## src/rtl/dly_pkg.sv

```systemverilog
package dly_pkg;

   // Address source selected by the mode input
   typedef enum logic {
      SRC_PARALLEL = 1'b0,
      SRC_SERIAL   = 1'b1
   } addr_src_e;

   // Number of history stages: every address tap plus the inherent part
   function automatic int chain_depth(input int addr_w, input int base_dly);
      return (1 << addr_w) - 1 + base_dly;
   endfunction

endpackage

```

## src/rtl/dly_serial_port.sv

```systemverilog
module dly_serial_port
   import dly_pkg::*;
#(
   parameter int ADDR_W = 8
) (
   input  logic              clk,
   input  logic              rst,
   input  logic              mode_ser,
   input  logic              addr_en,
   input  logic              ser_clk,
   input  logic              ser_din,
   output logic [ADDR_W-1:0] ser_word,
   output logic              ser_dout,
   output logic              commit
);

   logic      sclk_q;
   logic      ae_q;
   logic      shift_ok;
   addr_src_e src;

   assign src = addr_src_e'(mode_ser);

   // Previous samples of the slow control inputs (edge detection only)
   always_ff @(posedge clk) begin
      sclk_q <= ser_clk;
      ae_q   <= addr_en;
   end

   assign shift_ok = (src == SRC_SERIAL) && !addr_en && ser_clk && !sclk_q;

   always_ff @(posedge clk) begin
      if (rst) begin
         ser_word <= '0;
      end else if (shift_ok) begin
         ser_word <= {ser_word[ADDR_W-2:0], ser_din};
      end
   end

   assign ser_dout = ser_word[ADDR_W-1];
   assign commit   = addr_en && !ae_q;

endmodule

```

## src/rtl/dly_addr_ctrl.sv

```systemverilog
module dly_addr_ctrl
   import dly_pkg::*;
#(
   parameter int ADDR_W = 8
) (
   input  logic              clk,
   input  logic              rst,
   input  logic              mode_ser,
   input  logic              addr_en,
   input  logic              commit,
   input  logic [ADDR_W-1:0] par_addr,
   input  logic [ADDR_W-1:0] ser_word,
   output logic [ADDR_W-1:0] act_addr
);

   addr_src_e         src;
   logic [ADDR_W-1:0] nxt_addr;

   assign src = addr_src_e'(mode_ser);

   always_comb begin
      nxt_addr = act_addr;
      unique case (src)
         SRC_PARALLEL: if (addr_en) nxt_addr = par_addr;
         SRC_SERIAL:   if (commit)  nxt_addr = ser_word;
         default:      nxt_addr = act_addr;
      endcase
   end

   always_ff @(posedge clk) begin
      if (rst) begin
         act_addr <= '0;
      end else begin
         act_addr <= nxt_addr;
      end
   end

endmodule

```

## src/rtl/dly_tap_chain.sv

```systemverilog
module dly_tap_chain
   import dly_pkg::*;
#(
   parameter int ADDR_W   = 8,
   parameter int BASE_DLY = 2,
   parameter bit TREE_MUX = 1'b1
) (
   input  logic              clk,
   input  logic              rst,
   input  logic              sig_in,
   input  logic [ADDR_W-1:0] tap_sel,
   output logic              tap_bit
);

   localparam int NLEAF = 1 << ADDR_W;
   localparam int DEPTH = chain_depth(ADDR_W, BASE_DLY);

   logic [DEPTH-1:0] chain_q;
   logic [NLEAF-1:0] leaf;

   // History shift register; stage k holds the input of k+1 cycles ago
   always_ff @(posedge clk) begin
      if (rst) begin
         chain_q <= '0;
      end else begin
         chain_q <= {chain_q[DEPTH-2:0], sig_in};
      end
   end

   // Leaf j is the stage giving a total delay of BASE_DLY + j
   for (genvar j = 0; j < NLEAF; j++) begin : g_leaf
      assign leaf[j] = chain_q[BASE_DLY-1+j];
   end

   if (TREE_MUX) begin : g_tree
      // Balanced 2:1 tree, one level per address bit, LSB first
      for (genvar lv = 0; lv <= ADDR_W; lv++) begin : g_lvl
         logic [(NLEAF>>lv)-1:0] v;
         if (lv == 0) begin : g_base
            assign v = leaf;
         end else begin : g_node
            for (genvar k = 0; k < (NLEAF >> lv); k++) begin : g_k
               assign v[k] = tap_sel[lv-1] ? g_lvl[lv-1].v[2*k+1]
                                           : g_lvl[lv-1].v[2*k];
            end
         end
      end
      assign tap_bit = g_lvl[ADDR_W].v[0];
   end else begin : g_flat
      assign tap_bit = leaf[tap_sel];
   end

endmodule

```

## src/rtl/prog_delay_line.sv

```systemverilog
module prog_delay_line
   import dly_pkg::*;
#(
   parameter int ADDR_W   = 8,
   parameter int BASE_DLY = 2,
   parameter bit TREE_MUX = 1'b1
) (
   input  logic              clk,
   input  logic              rst,
   input  logic              sig_in,
   output logic              sig_out,
   input  logic              mode_ser,
   input  logic              addr_en,
   input  logic [ADDR_W-1:0] par_addr,
   input  logic              ser_clk,
   input  logic              ser_din,
   output logic              ser_dout
);

   // Elaboration-time parameter checks
   if (ADDR_W < 2 || ADDR_W > 12) begin : g_bad_aw
      $error("prog_delay_line: ADDR_W must lie in 2..12");
   end
   if (BASE_DLY < 1) begin : g_bad_base
      $error("prog_delay_line: BASE_DLY must be at least 1");
   end

   logic [ADDR_W-1:0] ser_word;
   logic [ADDR_W-1:0] act_addr;
   logic              commit;

   dly_serial_port #(.ADDR_W(ADDR_W)) u_ser (
      .clk      (clk),
      .rst      (rst),
      .mode_ser (mode_ser),
      .addr_en  (addr_en),
      .ser_clk  (ser_clk),
      .ser_din  (ser_din),
      .ser_word (ser_word),
      .ser_dout (ser_dout),
      .commit   (commit)
   );

   dly_addr_ctrl #(.ADDR_W(ADDR_W)) u_addr (
      .clk      (clk),
      .rst      (rst),
      .mode_ser (mode_ser),
      .addr_en  (addr_en),
      .commit   (commit),
      .par_addr (par_addr),
      .ser_word (ser_word),
      .act_addr (act_addr)
   );

   dly_tap_chain #(
      .ADDR_W   (ADDR_W),
      .BASE_DLY (BASE_DLY),
      .TREE_MUX (TREE_MUX)
   ) u_chain (
      .clk     (clk),
      .rst     (rst),
      .sig_in  (sig_in),
      .tap_sel (act_addr),
      .tap_bit (sig_out)
   );

endmodule

```

## config.mk

```make
export PLATFORM = sky130hd
export DESIGN_NAME = prog_delay_line
export DESIGN_NICKNAME = d
export VERILOG_FILES = /design/src/rtl/dly_pkg.sv /design/src/rtl/dly_serial_port.sv /design/src/rtl/dly_addr_ctrl.sv /design/src/rtl/dly_tap_chain.sv /design/src/rtl/prog_delay_line.sv
export SDC_FILE = /design/constraint.sdc
export NUM_CORES = 1
export LEC_CHECK = 0
export ABC_AREA = 1
export BUFFER_PORTS_ARGS = -buffer_cell sky130_fd_sc_hd__buf_4
export CORE_ASPECT_RATIO = 1.4
export CORE_MARGIN = 2
export CORE_UTILIZATION = 50
export DETAILED_ROUTE_END_ITERATION = 10
export PLACE_DENSITY_LB_ADDON = 0.25
export SLEW_MARGIN = 20
export SYNTH_ARGS = -nofsm -noshare
export SYNTH_HDL_FRONTEND = slang
export SYNTH_SLANG_ARGS = --single-unit
```

## constraint.sdc

```tcl
create_clock -name clk -period 1.9 [get_ports clk]
set_input_delay 0.475 -clock clk [delete_from_list [all_inputs] [get_ports clk]]
set_output_delay 0.475 -clock clk [all_outputs]
set_load 0.01 [all_outputs]
```

==> reports/metrics.yaml <==
status: "complete, but fails checks"
violations: "setup timing"
min_to: "u_ser.sclk_q"
utilization_pct: 58.9
end_kind: "primary output"
worstHoldPathCells: 1
yosys_warnings: 0
intPower_mw: 9.25
postSynthAreaPerCell_um2: 7.28
start_kind: "register"
reg2reg_depth: 4
fillers: 1859
die_x_um: 127
rsz0062_at_grt: "true"
cp.arrival_ps: 2230
core_um2: 20600
netSwitchingPower_mw: 2.77
routedWlPerCell_um: 13.1
firstDrtPassIters: 5
clk_pin_slew_ps: 60
finalCritPeriodShare_pct: 142
fin_area_um2: 12100
r2r-end: "u_addr.act_addr[1]"
max_stage_delay_ps: 370
period_needed_ps: 2700
io_buffers: 16
crit_path_frequent_cell: "nand3_1"
cp_num_buf_inv: 3
leakagePower_nw: 4.60
ios: 17
post-dp-hpwl_mm: 14.1
fin_cells: 1732
power_frac_comb_pct: 7.9
ir_worst_vdd_v: 0.000925
power.total_mw: 12.0
via_per_inst: 4.85
max_freq_ghz: 0.370
required_ps: 1420
drt_iter0_markers: 500
dieArea_um2: 22200
place_area_um2: 11100
drc_errors: 0
worstSkewPairLatency_ps: 530
grt_pass1_wl_mm: 38.7
detail-route-antenna-nets: 0
r2r_start: "u_addr.act_addr[1]"
cts_buffer_depth: 3
grt_usage_pct: 20.8
synth_cell_types: 16
hold_path.startpoint: "ser_clk"
cts_hold_buf: 0
ff2ff_setup_slack_ps: 590
cts_buffers: 26
clkPwrFrac_pct: 43.8
area_delta_synth_final_pct: 15.1
vias: 8408
fin_skew_ps: 14.6
start_util_pct: 51.1
setup_viol: 1
htree_levels: 1
place_ws_ps: -338
powerDensity_nw_per_um2: 994
placedCellCount: 1681
grt_max_degree: 48
grt_pass1_vias: 8112
synth_seq_cells: 275
final.setup.tns_ps: -801
cts_tree: "done"
root_buffer: "clkbuf_16"
synth_fp_nets: 1460
worstSetupPathType: "register to primary output"
setup_ws_ps: -801
swShare_pct: 23.0
drive_above_1_share_pct: 8.81
wl_mm: 22.6
clock_sinks: 275
die_y_um: 176
drv_cap: 0
worst_slew_pin_slew_ps: 368
slew_viol_final: 0
relSlewSlack_pct: 75.3
fin_nets: 1472
seq_power_share_pct: 48.3
critPathTopFamily: "simple AND/OR/NAND/NOR gates"
gp_congestion: 0.774
hold_class: "input port to register"
crit_path_start: "u_addr.act_addr[0]"
fin_hold_ws_ps: 55.3
hold_viol_final: 0
netlist_area_um2: 10500
overflow: 0
antenna_found_initial: 0
num_rows: 62
crit_chain: "buf_12 > buf_12 > a21oi_1 > o21ai_0 > nand3_1 > nand3_1 > nand3_1 > nand2_2 > nand2_1 > nand3_2 > nand3_2 > nand2_2 > buf_4"
yosysSeqAreaShare_pct: 52.4
slowest_stage: "dfxtp_4"
n_antenna_cell: 0
critPathMaxFanout: 15
syn_inst: 1445
-- synth_stat cells --
cell type | instances | area (um2)
nand2_1 | 253 | 950
inv_1 | 270 | 1010
and3_1 | 1 | 6.26
a21oi_1 | 27 | 135
clkinv_1 | 2 | 7.51
dfxtp_1 | 275 | 5510
buf_4 | 5 | 37.5
nand3_1 | 227 | 1140
nor2_1 | 266 | 998
clkbuf_1 | 40 | 150
o21ai_0 | 19 | 95.1
inv_2 | 2 | 7.51
buf_2 | 16 | 80.1
buf_1 | 3 | 11.3
a211oi_1 | 16 | 120
buf_6 | 23 | 259
-- sequential cells by signal, summed over array words and instances (netlist names) --
signal / count
u_chain.chain_q: 257
u_ser.ae_q: 1
u_ser.ser_word: 8
u_ser.sclk_q: 1
u_addr.act_addr: 8
-- worst max-delay path by stage --
stage / depth (start not counted) / slack [ps] / to
after floorplan: 12 / 80 / sig_out
after global routing: 13 / -930 / sig_out
after CTS: 13 / -800 / sig_out
after global placement: 10 / -350 / sig_out
after detailed placement: 10 / -340 / sig_out
final: 13 / -800 / sig_out
-- power by group through the flow --
stage               Combinational (mW)  Clock, mW  Sequential, mW
finish                           0.946       5.27            5.80
global placement                 0.888          0            5.93
global route                      1.03       5.61            5.80
detailed placement               0.890          0            5.93
floorplan                        0.584          0            5.92
CTS                              0.939       5.38            5.80
-- cell usage in the layout, fill, tap and decap left out, types with 16 or more instances in the layout --
cell and count:
buf_4 43, dfxtp_1 272, nand2_1 250, inv_1 270, nor2_1 266, clkbuf_16 28
buf_12 22, nand3_1 221, a21oi_1 26, a211oi_1 16
-- cells by family (layout without fill, tap and decap cells) --
kind of cell	after synthesis	after routing	share of synthesized area, %
buf+inv	361	392	14.9
simple gates	747	747	29.4
compound gates	62	62	3.33
flops	275	275	52.4
-- cell type report --
class                   instances  area, um2  share of cell area (%)
multi-input cells             809       3480                    28.8
clock inverters                12        116                   0.962
repair buffers                 71        866                    7.16
clock buffers                  35        767                    6.34
inverters                     274       1030                    8.54
flip-flops and latches        275       5510                    45.6
well taps                     256        320                    2.65
-- metal layers --
| metal | vias up | GRT usage (%) | share of wire (%) |
|---|---|---|---|
| met5 | - | 0 | 0 |
| li1 | 4356 | - | - |
| met4 | 0 | 6.41 | 2.4 |
| met3 | 41 | 2.74 | 3.3 |
| met1 | 3897 | 27.0 | 46 |
| met2 | 114 | 36.0 | 48 |
-- timing repair --
item,CTS,global route
pin swaps,0,1
setup buffers,2,0
cloned,2,0
gates resized for setup,22,9
setup endpoints to repair,1,1
No activity file was read; power rests on OpenSTA's default activity.
